--- src/rtl/lim_pkg.sv ---
package lim_pkg;
  localparam int SAMP_W_DEF    = 12;
  localparam int DIV_RATIO_DEF = 64;
  localparam int THRESH_DEF    = 1024;
  localparam int RATIO_DEF     = 20;
  localparam int FRAC_W_DEF    = 16;

  // Reciprocal of the ratio in FRAC_W fraction bits, rounded up.
  function automatic int recip(input int ratio, input int frac_w);
    return ((1 << frac_w) + ratio - 1) / ratio;
  endfunction
endpackage

--- src/rtl/lim_strobe_div.sv ---
module lim_strobe_div #(
  parameter int DIV_RATIO = lim_pkg::DIV_RATIO_DEF
) (
  input  logic clk,
  input  logic rst_n,
  output logic stb
);
  localparam int CNT_W = $clog2(DIV_RATIO);
  localparam logic [CNT_W-1:0] LAST = CNT_W'(DIV_RATIO - 1);

  logic [CNT_W-1:0] cnt_q, cnt_d;

  always_comb begin
    if (cnt_q == LAST) cnt_d = '0;
    else               cnt_d = cnt_q + 1'b1;
  end

  always_ff @(posedge clk or negedge rst_n) begin
    if (!rst_n) cnt_q <= '0;
    else        cnt_q <= cnt_d;
  end

  assign stb = (cnt_q == LAST);

  // Checker: count clocks between strobes independently of the divider.
  logic [CNT_W:0] gap_q;
  logic           seen_q;
  always_ff @(posedge clk or negedge rst_n) begin
    if (!rst_n) begin
      gap_q  <= '0;
      seen_q <= 1'b0;
    end else if (stb) begin
      gap_q  <= '0;
      seen_q <= 1'b1;
    end else begin
      gap_q  <= gap_q + 1'b1;
    end
  end

  assert_stb_period_R2: assert property (@(posedge clk) disable iff (!rst_n)
    (stb && seen_q) |-> (gap_q == (CNT_W+1)'(DIV_RATIO - 1)));
  assert_stb_single_R2: assert property (@(posedge clk) disable iff (!rst_n)
    stb |=> !stb);
endmodule

--- src/rtl/lim_gain_core.sv ---
module lim_gain_core #(
  parameter int SAMP_W = lim_pkg::SAMP_W_DEF,
  parameter int THRESH = lim_pkg::THRESH_DEF,
  parameter int RATIO  = lim_pkg::RATIO_DEF,
  parameter int FRAC_W = lim_pkg::FRAC_W_DEF
) (
  input  logic [SAMP_W-1:0] smp_i,
  output logic [SAMP_W-1:0] smp_o,
  output logic [SAMP_W-1:0] red_o
);
  localparam int RECIP  = lim_pkg::recip(RATIO, FRAC_W);
  localparam int PROD_W = SAMP_W + FRAC_W + 1;
  localparam logic [SAMP_W-1:0] THR = SAMP_W'(THRESH);
  localparam logic [PROD_W-1:0] HALF = PROD_W'(1) << (FRAC_W - 1);

  logic              neg;
  logic [SAMP_W-1:0] mag_in, excess, quot, mag_out;
  logic [PROD_W-1:0] prod;

  always_comb begin
    neg    = smp_i[SAMP_W-1];
    mag_in = neg ? (~smp_i + 1'b1) : smp_i;
    excess = (mag_in > THR) ? (mag_in - THR) : '0;
    prod   = PROD_W'(excess) * PROD_W'(RECIP) + HALF;
    quot   = prod[FRAC_W +: SAMP_W];
    mag_out = (mag_in > THR) ? (THR + quot) : mag_in;
    red_o  = mag_in - mag_out;
    smp_o  = neg ? (~mag_out + 1'b1) : mag_out;
  end

  // limiting never increases the magnitude.
  always_comb begin
    assert_no_gain_R6: assert (mag_out <= mag_in);
  end
endmodule

--- src/rtl/lim_peak_limiter.sv ---
module lim_peak_limiter #(
  parameter int SAMP_W    = lim_pkg::SAMP_W_DEF,
  parameter int DIV_RATIO = lim_pkg::DIV_RATIO_DEF,
  parameter int THRESH    = lim_pkg::THRESH_DEF,
  parameter int RATIO     = lim_pkg::RATIO_DEF,
  parameter int FRAC_W    = lim_pkg::FRAC_W_DEF
) (
  input  logic              clk,
  input  logic              rst_n,
  input  logic [SAMP_W-1:0] sample_in,
  output logic              sample_stb,
  output logic [SAMP_W-1:0] sample_out,
  output logic [SAMP_W-1:0] gr_amt,
  output logic              gr_n
);
  localparam int FULL   = 1 << (SAMP_W - 1);
  localparam int MAXOUT = THRESH + (FULL - THRESH + RATIO - 1) / RATIO + 1;

  logic              stb;
  logic [SAMP_W-1:0] cap_q, cap_d;
  logic [SAMP_W-1:0] out_q, out_d, red_q, red_d;
  logic              grn_q, grn_d;
  logic [SAMP_W-1:0] core_smp, core_red;

  lim_strobe_div #(.DIV_RATIO(DIV_RATIO)) u_div (
    .clk (clk),
    .rst_n (rst_n),
    .stb (stb)
  );

  lim_gain_core #(
    .SAMP_W(SAMP_W), .THRESH(THRESH), .RATIO(RATIO), .FRAC_W(FRAC_W)
  ) u_core (
    .smp_i (cap_q),
    .smp_o (core_smp),
    .red_o (core_red)
  );

  always_comb begin
    cap_d = cap_q;
    out_d = out_q;
    red_d = red_q;
    grn_d = grn_q;
    if (stb) begin
      cap_d = sample_in;
      out_d = core_smp;
      red_d = core_red;
      grn_d = (core_red == '0);
    end
  end

  always_ff @(posedge clk or negedge rst_n) begin
    if (!rst_n) begin
      cap_q <= '0;
      out_q <= '0;
      red_q <= '0;
      grn_q <= 1'b1;
    end else begin
      cap_q <= cap_d;
      out_q <= out_d;
      red_q <= red_d;
      grn_q <= grn_d;
    end
  end

  assign sample_stb = stb;
  assign sample_out = out_q;
  assign gr_amt     = red_q;
  assign gr_n       = grn_q;

  // Checker-side magnitude of the output.
  logic [SAMP_W-1:0] out_mag;
  assign out_mag = out_q[SAMP_W-1] ? (~out_q + 1'b1) : out_q;

  assert_hold_between_strobes_R3: assert property (@(posedge clk) disable iff (!rst_n)
    !$past(stb) |-> ($stable(sample_out) && $stable(gr_amt) && $stable(gr_n)));
  assert_flag_matches_amount_R7: assert property (@(posedge clk) disable iff (!rst_n)
    gr_n == (gr_amt == '0));
  assert_knee_floor_R5: assert property (@(posedge clk) disable iff (!rst_n)
    !gr_n |-> (out_mag >= SAMP_W'(THRESH)));
  assert_out_bound_R5: assert property (@(posedge clk) disable iff (!rst_n)
    (32'(out_mag) <= MAXOUT));
  assert_sign_kept_R8: assert property (@(posedge clk) disable iff (!rst_n)
    (stb && cap_q != '0) |=> (sample_out[SAMP_W-1] == $past(cap_q[SAMP_W-1])));
endmodule

--- config.mk ---
export PLATFORM = sky130hd
export DESIGN_NAME = lim_peak_limiter
export DESIGN_NICKNAME = d
export VERILOG_FILES = /design/src/rtl/lim_pkg.sv /design/src/rtl/lim_strobe_div.sv /design/src/rtl/lim_gain_core.sv /design/src/rtl/lim_peak_limiter.sv
export SDC_FILE = /design/constraint.sdc
export NUM_CORES = 1
export LEC_CHECK = 0
export CAP_MARGIN = 20
export CORE_MARGIN = 2
export CORE_UTILIZATION = 50
export CTS_CLUSTER_DIAMETER = 120
export DETAILED_ROUTE_END_ITERATION = 8
export PLACE_DENSITY = 0.72
export SLEW_MARGIN = 20
export SYNTH_ARGS = -nofsm -noshare
export SYNTH_HDL_FRONTEND = slang
export SYNTH_HIERARCHICAL = 1
export SYNTH_SLANG_ARGS = --single-unit
--- constraint.sdc ---
create_clock -name clk -period 9.4 [get_ports clk]
set_input_delay 2.35 -clock clk [delete_from_list [all_inputs] [get_ports clk]]
set_output_delay 2.35 -clock clk [all_outputs]
set_load 0.02 [all_outputs]
* After elaboration in Yosys (flattened, before gate mapping)
Index checks and enable logic that the tools add are counted.
Storage, ports and cells: bits in writable memories 0, memories kept 0, register bits 43, bits in read-only memories 0, latch bits 0
Cells by class: divide/modulo/power cells 0, equal/unequal tests 1, $mul 1, add/sub/neg operators 7, $lt $le $gt $ge 1, multiplexer cells 5, bitwise logic cells 2, reductions and logical operators 1, shift operators 0
Operators by type and width (number):
- $mux W12 | 4
- $add A24 B16 Y25 const B | 1
- $add A12 B1 Y12 const B | 2
- $mul A12 B12 Y24 const B | 1
- $not A12 Y12 | 2
- $add A11 B12 Y12 const A | 1
- $gt A12 B11 Y1 const B | 1
- $logic_not A12 Y1 | 1
- $sub A12 B11 Y12 const B | 1
- $sub A12 B12 Y12 | 1
- $add A6 B1 Y6 const B | 1
- $eq A6 B6 Y1 const B | 1
- $mux W6 | 1

* Longest topological paths before layout
Gate-level depths: netlist of run 1.
depth after elaboration 12, mapped depth 41

* By module
The synthesis of run 1 kept the hierarchy.
By module, submodules not included:
- lim_gain_core | sequential area each 0.0 um^2, times used 1, area an instance 4628.2 um^2, cells an instance 572
- lim_peak_limiter | sequential area each 927.1 um^2, times used 1, area an instance 1477.7 um^2, cells an instance 82
- lim_strobe_div | sequential area each 150.1 um^2, times used 1, area an instance 242.7 um^2, cells an instance 20

* Worst setup path after synthesis of run 1
No wires, ideal clock.
path kind register to register, start register cap_q[0], end register grn_q (netlist: gr_n), path slack 221 ps, buffers on the path 5, stages on the path, launching flop included 42, data arrival time 9118 ps, period minus slack after synthesis 9179 ps, cells stage by stage dfrtp_1 > clkbuf_1 > inv_1 > ha_1 > or4b_4 > o41a_1 > o21a_1 > o41ai_2 > buf_4 > buf_6 > buf_2 > buf_2 > nor2b_1 > ha_1 > inv_1 > fa_1 > inv_1 > fa_1 > [6 not listed] > a21oi_1 > or2_2 > a31oi_1 > xnor2_1 > mux2i_1 > inv_1 > ha_1 > inv_1 > fa_1 > o211ai_1 > a211oi_1 > a2111oi_2 > o31ai_2 > a22oi_1 > o21ai_0 > xor2_1 > nor4_1 > a41o_1
Between the ends: longest elaborated chain between the ends 11, elaborated cells between the ends (all ways) 12, classes of those cells add/sub: 5; mul: 1; order compare: 1; mux: 3; bitwise: 1; reduce/logical: 1
RTL lines:
- start: declaration | RTL line lim_peak_limiter.sv:20 | logic [SAMP_W-1:0] cap_q, cap_d;
- start signal: assignment | RTL line lim_peak_limiter.sv:59 | cap_q <= cap_d;
- $not A12 Y12 | RTL line lim_gain_core.sv:22 | mag_in = neg ? (~smp_i + 1'b1) : smp_i;
- $add A12 B1 Y12 | RTL line lim_gain_core.sv:22
- $mux W12 * | RTL line lim_gain_core.sv:22
- $sub A12 B11 Y12 / $gt A12 B11 Y1 (equally long branches) | RTL line lim_gain_core.sv:23, lim_gain_core.sv:26
- $mux W12 | RTL line lim_gain_core.sv:23 | excess = (mag_in > THR) ? (mag_in - THR) : '0;
- $mul A12 B12 Y24 | RTL line lim_gain_core.sv:24 | prod = PROD_W'(excess) * PROD_W'(RECIP) + HALF;
- $add A24 B16 Y25 | RTL line lim_gain_core.sv:24
- $add A11 B12 Y12 | RTL line lim_gain_core.sv:26 | mag_out = (mag_in > THR) ? (THR + quot) : mag_in;
- $mux W12 | RTL line lim_gain_core.sv:26
- $sub A12 B12 Y12 * | RTL line lim_gain_core.sv:27 | red_o = mag_in - mag_out;
- via core_red[8] | RTL line lim_peak_limiter.sv:23 | logic [SAMP_W-1:0] core_smp, core_red;
- $logic_not A12 Y1 * | RTL line lim_peak_limiter.sv:48 | grn_d = (core_red == '0);
- end signal: assignment | RTL line lim_peak_limiter.sv:62 | grn_q <= grn_d;
- end: declaration | RTL line lim_peak_limiter.sv:22 | logic grn_q, grn_d;
The timed path passes the listed nets; every way through them passes the cells marked *. A chain may end at the register's enable or synchronous reset.

* Final worst setup path of run 1
Same ends and word-level chain as after synthesis.

==> summary.md, run 1 <==
| Metric | Value |
|---|---|
| Pwr dens | 51.1 nW/um2 |
| Clock Tree Buf Depth | 2 |
| VDD IR-drop max | 0.0000606 V |
| Vias | 5,112 |
| Min Tclk post-route | 9.00 ns |
| DRT Pass-1 Iters | 5 |
| FF+latch count, synth | 43 |
| Reg-to-Reg Start | cap_q[0] |
| Ys async rst share | 100% |
| Crit. Startpoint | cap_q[0] |
| Final Hold Violating Endpoints | 0 |
| DR vias/cell | 5.69 |
| Avg Cell Area, Syn | 9.42 um2 |
| R2R Setup Slk | 0.40 ns |
| Layout cells sized above 1 | 15.5% |
| Dpl cell area | 7020 um2 |
| Pint | 0.290 mW |
| Status | completed |
| Final std cells w/o fill | 899 |
| Die height | 117 um |
| Ports | 40 |
| Detail-routed net length per standard cell | 17.4 um |
| Vias in the first global route | 5,139 |
| Grt ovf | 0 |
| Final Net Count | 883 |
| Max transition margin | 37.6% |
| Number of flops mapped to enable cells by yosys | 0 |
| First-pass GRT wire length | 25,500 um |
| Aggregate global-route resource usage | 24.0% |
| P_sw | 0.0792 mW |
| Worst hold path depth | 1 |
| Initial antenna violation count | 0 |
| H-tree level count | 2 |
| Most frequent CP cell | inv_1 |
| Sequential Power Share | 50.1% |
| Cell count after synthesis | 674 |
| Max-Cap Viols | 0 |
| Grt peak-use layer | met2 |
| Crit Reg-Reg Endpoint | gr_n |
| Setup TNS | 0 ns |
| Synth Area in Simple Gates | 13.7% |
| Met2 Use GR | 41.4% |
| Area leader, netlist | ha_1 |
| Initial Util | 50.7% |
| Post-Synth XOR/XNOR Area | 5.32% |
| Met1 track demand over resource | 32.1% |
| Clock skew | 0.00300 ns |
| Synth Flop Type | dfrtp_1 |
| Critical Path Max Stage Delay | 0.55 ns |
| Hold wc startpoint | u_div/cnt_q[0] |
| Worst hold path class | reg2reg |
| Placed cell count | 889 |
| CTS root buf | clkbuf_16 |
| Largest net degree at the start of global routing | 44 |
| Complex-gate fraction of the synthesized area | 13.6% |
| Slew Viols, Final | 0 |
| Die X | 117 um |
| Clock buffer count from CTS | 5 |
| Post-Synth Adder-Cell Area | 33.2% |
| Sw frac | 21.4% |
| Final setup viols | 0 |
| Largest family of logic cells by synthesized area | adder cells |
| HPWL Detailed | 12,800 um |
| Synth top area cells | ha_1 (20%), dfrtp_1 (17%), fa_1 (13%), inv_1 (6.6%), mux2_4 (4.5%) |
| Maximum clock frequency | 111 MHz |
| RSZ-0062 raised after global routing | false |
| GPL Wtd Cong | 0.969 |
| Sink Count | 43 |
| Worst-margin pin slew | 0.936 ns |
| Worst-path maximum fanout | 8 |
| Remaining DRCs | 0 |
| Port-buffer cells | 39 |
| Final instance area | 7230 um2 |
| Rows | 41 |
| Comb pwr share | 4.2% |
| Clk slew on worst S/H paths | 0.06 ns |
| Register area share after synthesis | 17.0% |
| Crit end category | register |
| Crit path DAT | 9.23 ns |
| Synth Cell Area | 6350 um2 |
| Final period util | 95.7% |
| Setup Crit Path Kind | reg2reg |
| Clock power frac | 45.7% |
| Detailed Route WL | 15,600 um |
| 1st-iter DRT viols | 370 |
| Count of cell types in the netlist | 81 |
| Worst skew pair latency | 0.29 ns |
| Final antenna-violating net count | 0 |
| ANT cells | 0 |
| Post-synthesis mux area share | 8.53% |
| CTS tree | built |
| Most frequent cells in the layout | inv_1 (110), ha_1 (101), dfrtp_1 (40), fa_1 (40), clkdlybuf4s50_1 (38) |
| Grt met3 use | 3.32% |
| Synth-to-layout area growth | 14.0% |
| Crit path required time | 9.63 ns |
| Layout fillers | 1,141 |
| Yosys Warn Count | 6 |
| Commonest non-fill, non-tap cell in the layout | inv_1 |
| Worst R2R Path Depth | 36 |
| Total power | 0.370 mW |
| Crit-path slowest cell | fa_1 |
| Leakage | 3.78 nW |
| Post-synth top area share | 20.1% |
| Core Area | 12,500 um2 |
| Hold endpoint | u_div/cnt_q[0] |
| DIE AREA | 13,600 um2 |
| Startpoint types | register |
-- routing by layer --
| layer | wire [um] | vias up |
|---|---|---|
| li1 | - | 2438 |
| met4 | 346 | 0 |
| met5 | 0 | - |
| met2 | 7640 | 154 |
| met1 | 6770 | 2490 |
| met3 | 869 | 30 |
-- worst max-delay path, delay by kind of cell (launching register included) --
kind	cells	cell delay (ns)
simple gates	6	1.48
flops	1	0.38
xor+xnor	3	0.50
mux	1	0.13
fa+ha+maj	8	3.26
compound gates	10	2.39
buf+inv	8	0.78
-- worst max path at each step --
stage | end | slack [ns] | depth (start not counted)
2_1_floorplan | gr_n | 0.22 | 41
3_3_place_gp | gr_n | 0.35 | 35
3_5_place_dp | gr_n | 0.11 | 36
4_1_cts | gr_n | 0.11 | 36
5_1_grt | gr_n | 0.004 | 36
6_report | gr_n | 0.40 | 36
-- registers in the layout, indices dropped and copies added (netlist names) --
signal	cells
cap_q	12
gr_amt	12
sample_out	12
u_div/cnt_q	6
gr_n	1
-- kinds of logic (layout without fill, tap and decap cells) --
group,count (synthesis),in the layout
fa+ha+maj,144,144
flops,43,43
buf+inv,132,184
mux,42,42
other cells,1,2
compound gates,115,115
simple gates,160,160
xor+xnor,37,37
-- final cells by class --
class                           count  area, um2  area share [%]
Clock buffer                        6        129            1.78
Tap cell                          172        215            2.97
Sequential cell                    43       1080            14.9
Inverter                          112        420            5.81
Multi-Input combinational cell    500       4800            66.4
Clock inverter                      2       12.5           0.173
Timing Repair Buffer               64        573            7.92
-- through the flow --
stage / hold WS, ns / setup WS (ns) / utilization (%)
after floorplan: 0.451 / 0.221 / -
after global placement: 0.463 / 0.350 / 56.1
after detailed placement: 0.469 / 0.113 / 56.1
after CTS: 0.477 / 0.107 / 57.2
after global routing: 0.486 / 0.00399 / 57.8
final: 0.478 / 0.400 / 57.8
-- power groups by stage --
| stage | clock (mW) | combinational [mW] | sequential [mW] |
|---|---|---|---|
| floorplan | 0 | 0.00537 | 0.189 |
| global placement | 0 | 0.0152 | 0.188 |
| detailed placement | 0 | 0.0157 | 0.188 |
| CTS | 0.172 | 0.0157 | 0.185 |
| global route | 0.179 | 0.0176 | 0.185 |
| finish | 0.169 | 0.0156 | 0.185 |
-- synthesized netlist by cell type (4+ instances only) --
master     count
nor3_1        11
xnor2_1       25
mux2_4        19
or2_2          5
nor2b_1        8
dfrtp_1       42
a21oi_1       23
a31oi_1        5
o21ai_0       20
o211ai_1       8
xor2_1        11
nand3_1       17
nor4b_1        4
clkbuf_1       7
nand2_1       32
buf_6          5
nand2b_1       8
buf_2          6
and3_1         5
o21a_1         4
nor4_1         7
mux2i_1        4
mux2_2        18
or3_1          6
ha_1         102
fa_1          41
o21ai_1        5
inv_1        111
o2111ai_1      4
nor2_1        36
-- what timing repair did --
action                                  in CTS  in global routing
buffers inserted                             0                  2
endpoints found under the setup margin       0                  7
resized for setup                            0                 15
hold buffers                                 0                  0
No activity file was read; power rests on OpenSTA's default activity.
==> run 2, diff against run 1 <==
--- a/config.mk
+++ b/config.mk
@@ -10,8 +10,7 @@
 export CORE_UTILIZATION = 50
 export CTS_CLUSTER_DIAMETER = 120
 export DETAILED_ROUTE_END_ITERATION = 8
-export PLACE_DENSITY = 0.72
-export SLEW_MARGIN = 20
+export PLACE_DENSITY = 0.79
 export SYNTH_ARGS = -nofsm -noshare
 export SYNTH_HDL_FRONTEND = slang
 export SYNTH_HIERARCHICAL = 1
==> run 2 against run 1 <==
Net effect:
- clock-buffer cell count increased by 1
- combinational power barely moved
- cell area is 0.26% higher
- hold slack improved by 0.0017 ns
- via count up 1.6%
- non-clock buffer count down 6
- clock skew is 0.0032 ns higher
- die area unchanged
- critical path depth increased by 1
==> summary.md, run 2 (synthesized netlist as in run 1, its figures left out) <==
| Metric | Value |
|---|---|
| Status | completed |
| GPL Wtd Cong | 0.963 (-0.63%) |
| Pwr dens | 54.3 nW/um2 (+6.3%) |
| Sink Count | 43 (unchanged) |
| Remaining DRCs | 0 (unchanged) |
| Clk slew on worst S/H paths | 0.06 ns (about the same) |
| Met2 WL | 7710 um (+0.92%) |
| HPWL Detailed | 12,600 um (-1.5%) |
| Initial Util | 50.7% (unchanged) |
| Detail-routed net length per standard cell | 17.5 um (+0.37%) |
| CTS root buf | clkbuf_16 |
| Count of hold-fix buffers inserted at cts | 0 (unchanged) |
| Max transition margin | 31.0% (-6.6 points) |
| Leakage | 3.75 nW (-0.59%) |
| Grt ovf | 0 (unchanged) |
| Largest net degree at the start of global routing | 44 (unchanged) |
| Core Area | 12,500 um2 (unchanged) |
| Min Tclk post-route | 9.03 ns (+0.0333 ns) |
| Final Net Count | 877 (-0.68%) |
| ANT cells | 0 (unchanged) |
| Clock skew | 0.00616 ns (+0.00316 ns) |
| Clock Tree Buf Depth | 2 (unchanged) |
| Worst-path maximum fanout | 8 (unchanged) |
| Final worst setup slack | 0.366 ns (-0.0333 ns) |
| Max-Cap Viols | 0 (unchanged) |
| Worst-margin pin slew | 1.02 ns (+0.0884 ns) |
| 1st-iter DRT viols | 352 (-4.9%) |
| Die X | 117 um (unchanged) |
| Crit path required time | 9.62 ns (about the same) |
| RSZ-0062 raised after global routing | false |
| Worst R2R Path Depth | 37 (+2.8%) |
| Slew Viols, Final | 0 (unchanged) |
| Most frequent cells in the layout | inv_1 (110), ha_1 (101), dfrtp_1 (41) |
| Final Hold Violating Endpoints | 0 (unchanged) |
| Crit-path slowest cell | fa_1 |
| Worst skew pair latency | 0.28 ns (about the same) |
| Layout cells sized above 1 | 15.3% (-0.29 points) |
| H-tree level count | 2 (unchanged) |
| CTS tree | built |
| Fin util | 57.9% (+0.15 points) |
| Aggregate global-route resource usage | 23.6% (-0.47 points) |
| Vias in the first global route | 5,228 (+1.7%) |
| Crit end category | register |
| Maximum clock frequency | 111 MHz (-0.37%) |
| Routed wl met3 | 928 um (+6.8%) |
| Vias | 5,196 (+1.6%) |
| Rows | 41 (unchanged) |
| Worst hold path depth | 1 (unchanged) |
| Clock buffer count from CTS | 5 (unchanged) |
| DRT Pass-1 Iters | 5 (unchanged) |
| Total power | 0.394 mW (+6.6%) |
| Critical Path Max Stage Delay | 0.55 ns (about the same) |
| DIE AREA | 13,600 um2 (unchanged) |
| Crit path DAT | 9.25 ns (+0.02 ns) |
| Commonest non-fill, non-tap cell in the layout | inv_1 |
| Startpoint types | register |
| Initial antenna violation count | 0 (unchanged) |
| Final period util | 96.1% (+0.35 points) |
| Met1 Wirelength | 6650 um (-1.9%) |
| Most frequent CP cell | inv_1 |
| Synth-to-layout area growth | 14.2% |
| Final setup viols | 0 (unchanged) |
| VDD IR-drop max | 0.0000685 V (+13%) |
| Final antenna-violating net count | 0 (unchanged) |
| Ports | 40 (unchanged) |
| Placement-stage worst setup slack | -0.0830 ns (-0.196 ns) |
| Setup Crit Path Kind | reg2reg |
| Crit. Startpoint | cap_q[1] |
| Worst hold path class | reg2reg |
| First-pass GRT wire length | 25,400 um (-0.14%) |
| DR vias/cell | 5.82 (+2.3%) |
| Detailed Route WL | 15,600 um (-0.30%) |
| Reg-to-Reg Start | cap_q[1] |
| Top Metal Used | met4 |
| Hold wc startpoint | u_div/cnt_q[0] |
| Port-buffer cells | 39 (unchanged) |
| Die height | 117 um (unchanged) |
==> run 2: power breakdown <==
part           leakage [nW]  total [mW]  switching (mW)  internal [mW]
logic                  3.09      0.0155         0.00843        0.00705
registers             0.581       0.185               0          0.185
clock network        0.0781       0.193          0.0677          0.126
==> run 2: stage by stage <==
step                hold slack, ns  std cells  area [um2]  TNS (ns)
floorplan                    0.451        675        6350         0
global placement             0.463        880        6950         0
detailed placement           0.474        880        6950   -0.0830
CTS                          0.482        888        7140         0
global route                 0.508        893        7250         0
finish                       0.480        893        7250         0
==> run 2: worst max-delay path: cells and delay by family (launching register included) <==
family / cells / cell delay (ns)
flops: 1 / 0.45
compound gates: 9 / 1.96
fa+ha+maj: 9 / 3.26
simple gates: 8 / 1.95
xor+xnor: 1 / 0.10
mux: 1 / 0.24
buf+inv: 9 / 1.01
==> run 2: worst paths after layout <==
path,end,slack (ns)
setup / recovery,gr_n,0.37
hold / removal,u_div/cnt_q[0],0.48
setup reg to reg,gr_n,0.37
hold reg to reg,u_div/cnt_q[0],0.48
max in group asynchronous,cap_q[1],6.53
min in group asynchronous,u_div/cnt_q[2],2.21
==> run 2: timing repair <==
action	CTS	global route
resized for setup	4	19
setup endpoints to repair	1	3
pin swaps	1	6
setup buffers	0	5
==> run 2: routing by layer <==
| metal | vias to the layer above | track usage, % |
|---|---|---|
| li1 | 2426 | - |
| met1 | 2531 | 31.0 |
| met2 | 202 | 40.9 |
| met3 | 37 | 3.68 |
| met4 | 0 | 5.49 |
| met5 | - | 0 |
==> run 2: area by class of cell <==
type,count,area (um2)
clock buffers,7,133
clock inverters,1,30.0
fillers,1130,5260
inverters,112,420
multi-input cells,500,4850
flip-flops and latches,43,1080
well taps,172,215
repair buffers,58,528
==> run 3, diff against run 2 <==
--- a/config.mk
+++ b/config.mk
@@ -7,10 +7,10 @@
 export LEC_CHECK = 0
 export CAP_MARGIN = 20
 export CORE_MARGIN = 2
-export CORE_UTILIZATION = 50
+export CORE_UTILIZATION = 40
 export CTS_CLUSTER_DIAMETER = 120
 export DETAILED_ROUTE_END_ITERATION = 8
-export PLACE_DENSITY = 0.79
+export PLACE_DENSITY = 0.67
 export SYNTH_ARGS = -nofsm -noshare
 export SYNTH_HDL_FRONTEND = slang
 export SYNTH_HIERARCHICAL = 1
==> run 3 against run 2 <==
Net effect:
- critical path depth decreased by 1
- combinational power increased by 9%
- register-to-register slack improved by 0.24 ns
- flip-flop and latch count unchanged
- final cell count increased by 5.6%
- sequential power about the same
- routed wire length decreased by 3.7%
- total power decreased by 3.0%
- highest routed layer unchanged
- largest cell class unchanged
- clock power decreased by 7%
- critical path type unchanged
- global-route usage decreased by 4.6 points
==> summary.md, run 3 (synthesized netlist as in run 1, its figures left out) <==
| Metric | Value |
|---|---|
| Count of hold-fix buffers inserted at cts | 0 (unchanged) |
| Worst R2R Path Depth | 36 (-2.7%) |
| Vias | 5,016 (-3.5%) |
| Detail-routed net length per standard cell | 15.9 um (-8.8%) |
| ANT cells | 0 (unchanged) |
| Final setup viols | 0 (unchanged) |
| Final instance area | 7320 um2 (+0.90%) |
| Final antenna-violating net count | 0 (unchanged) |
| Startpoint types | register |
| Layout cells sized above 1 | 16.0% (+0.70 points) |
| Commonest non-fill, non-tap cell in the layout | inv_1 |
| Slew Viols, Final | 0 (unchanged) |
| Area of the multi-input gates | 4810 um2 (-0.85%) |
| Synth-to-layout area growth | 15.3% |
| H-tree level count | 2 (unchanged) |
| Min Tclk post-route | 8.80 ns (-0.238 ns) |
| Clock buffer count from CTS | 5 (unchanged) |
| Crit path required time | 9.64 ns (+0.02 ns) |
| Most frequent CP cell | inv_1 |
| Worst-margin pin slew | 0.963 ns (-0.0611 ns) |
| Aggregate global-route resource usage | 19.0% (-4.6 points) |
| Port-buffer cells | 39 (unchanged) |
| Setup Crit Path Kind | reg2reg |
| Total power | 0.382 mW (-3.0%) |
| Crit end category | register |
| GPL Wtd Cong | 0.919 (-4.5%) |
| First-pass GRT wire length | 25,400 um (-0.27%) |
| Most frequent cells in the layout | inv_1 (109), ha_1 (101), dfrtp_1 (40), fa_1 (40), clkdlybuf4s50_1 (38) |
| Sink Count | 43 (unchanged) |
| Max transition margin | 35.1% (+4.1 points) |
| Final period util | 93.6% (-2.5 points) |
| Setup TNS | 0 ns (unchanged) |
| Core Area | 15,700 um2 (+26%) |
| Initial Util | 40.4% (-10 points) |
| Reg-to-Reg Start | cap_q[0] |
| Dpl cell area | 7060 um2 (+1.5%) |
| Largest net degree at the start of global routing | 44 (unchanged) |
| Critical Path Max Stage Delay | 0.54 ns (about the same) |
| Rows | 46 (+12%) |
| VDD IR-drop max | 0.0000686 V (+0.15%) |
| Crit Reg-Reg Endpoint | gr_n |
| Worst hold path depth | 1 (unchanged) |
| Hold wc startpoint | u_div/cnt_q[0] |
| Layout fillers | 1,490 (+32%) |
| Final Net Count | 883 (+0.68%) |
| FF/Latch Area | 1080 um2 (+0.12%) |
| Maximum clock frequency | 114 MHz (+2.7%) |
| Detailed Route WL | 15,000 um (-3.7%) |
| Crit path DAT | 9.04 ns (-0.21 ns) |
| Worst skew pair latency | 0.30 ns (+0.02 ns) |
| Clock skew | 0.00927 ns (+0.00312 ns) |
| R2R Setup Slk | 0.60 ns (+0.24 ns) |
| Remaining DRCs | 0 (unchanged) |
| Hold endpoint | u_div/cnt_q[0] |
| Initial antenna violation count | 0 (unchanged) |
| Worst hold path class | reg2reg |
| Die height | 130 um (+11%) |
| Status | completed |
| Clk slew on worst S/H paths | 0.07 ns (about the same) |
| CTS tree | built |
| Vias in the first global route | 5,091 (-2.6%) |
| DIE AREA | 16,900 um2 (+24%) |
| CTS root buf | clkbuf_16 |
| Worst-path maximum fanout | 8 (unchanged) |
| DR vias/cell | 5.32 (-8.6%) |
| Leakage | 3.77 nW (+0.47%) |
| 1st-iter DRT viols | 297 (-16%) |
| Grt ovf | 0 (unchanged) |
| Pwr dens | 52.2 nW/um2 (-3.8%) |
| Ports | 40 (unchanged) |
| DRT Pass-1 Iters | 5 (unchanged) |
| Final Hold Violating Endpoints | 0 (unchanged) |
| Die X | 130 um (+11%) |
| Clock Tree Buf Depth | 2 (unchanged) |
| HPWL Detailed | 12,300 um (-2.5%) |
| Crit-path slowest cell | or4_4 |
| RSZ-0062 raised after global routing | false |
| Max-Cap Viols | 0 (unchanged) |
run 3: per-layer routing:
metal / part of all wire [%] / up-vias / track usage (%)
li1: - / 2450 / -
met1: 48 / 2413 / 27.1
met2: 46 / 133 / 30.9
met3: 4.2 / 20 / 2.26
met4: 1.9 / 0 / 4.24
met5: 0 / - / 0
run 3: worst max-delay path by stage:
stage / to / startpoint / slack, ns
floorplan: gr_n / cap_q[0] / 0.22
global route: gr_n / cap_q[0] / 0.03
global placement: gr_n / cap_q[0] / 0.43
detailed placement: gr_n / cap_q[0] / 0.21
CTS: gr_n / cap_q[0] / 0.22
finish: gr_n / cap_q[0] / 0.60
run 3: worst max-delay path: cells and delay by family, from the launching register on:
family,cells,cell delay [ns]
adders and majority gates,8,3.22
and+or+nand+nor,8,1.81
muxes,1,0.13
xor gates and xnor gates,3,0.49
buffers and inverters,8,0.75
DFF,1,0.38
AOI/OAI and AO/OA,8,1.96
run 3: final cells by class:
type / count / area share [%]
Sequential cell: 43 / 14.8
Clock buffer: 5 / 1.71
Timing Repair Buffer: 64 / 8.00
Multi-Input combinational cell: 500 / 65.7
Tap cell: 216 / 3.69
Clock inverter: 3 / 0.359
Inverter: 112 / 5.80
run 3: through the flow:
step | util (%) | std cells | hold slack (ns) | setup slack (ns)
6_report | 46.6 | 943 | 0.479 | 0.604
5_1_grt | 46.6 | 943 | 0.496 | 0.0296
4_1_cts | 45.9 | 939 | 0.485 | 0.224
3_5_place_dp | 44.9 | 931 | 0.475 | 0.209
3_3_place_gp | 44.9 | 931 | 0.471 | 0.430
2_1_floorplan | - | 675 | 0.451 | 0.221
run 3: power breakdown:
group          internal [mW]  switching (mW)  total (mW)  leakage (nW)
combinational        0.00812         0.00875      0.0169          3.12
sequential             0.185               0       0.185         0.580
clock                  0.101          0.0795       0.180        0.0748
run 3: timing repair:
item / in CTS / in global routing
hold endpoints to repair: 0 / 0
resized for setup: 0 / 16
setup buffers: 0 / 3
setup endpoints to repair: 0 / 5
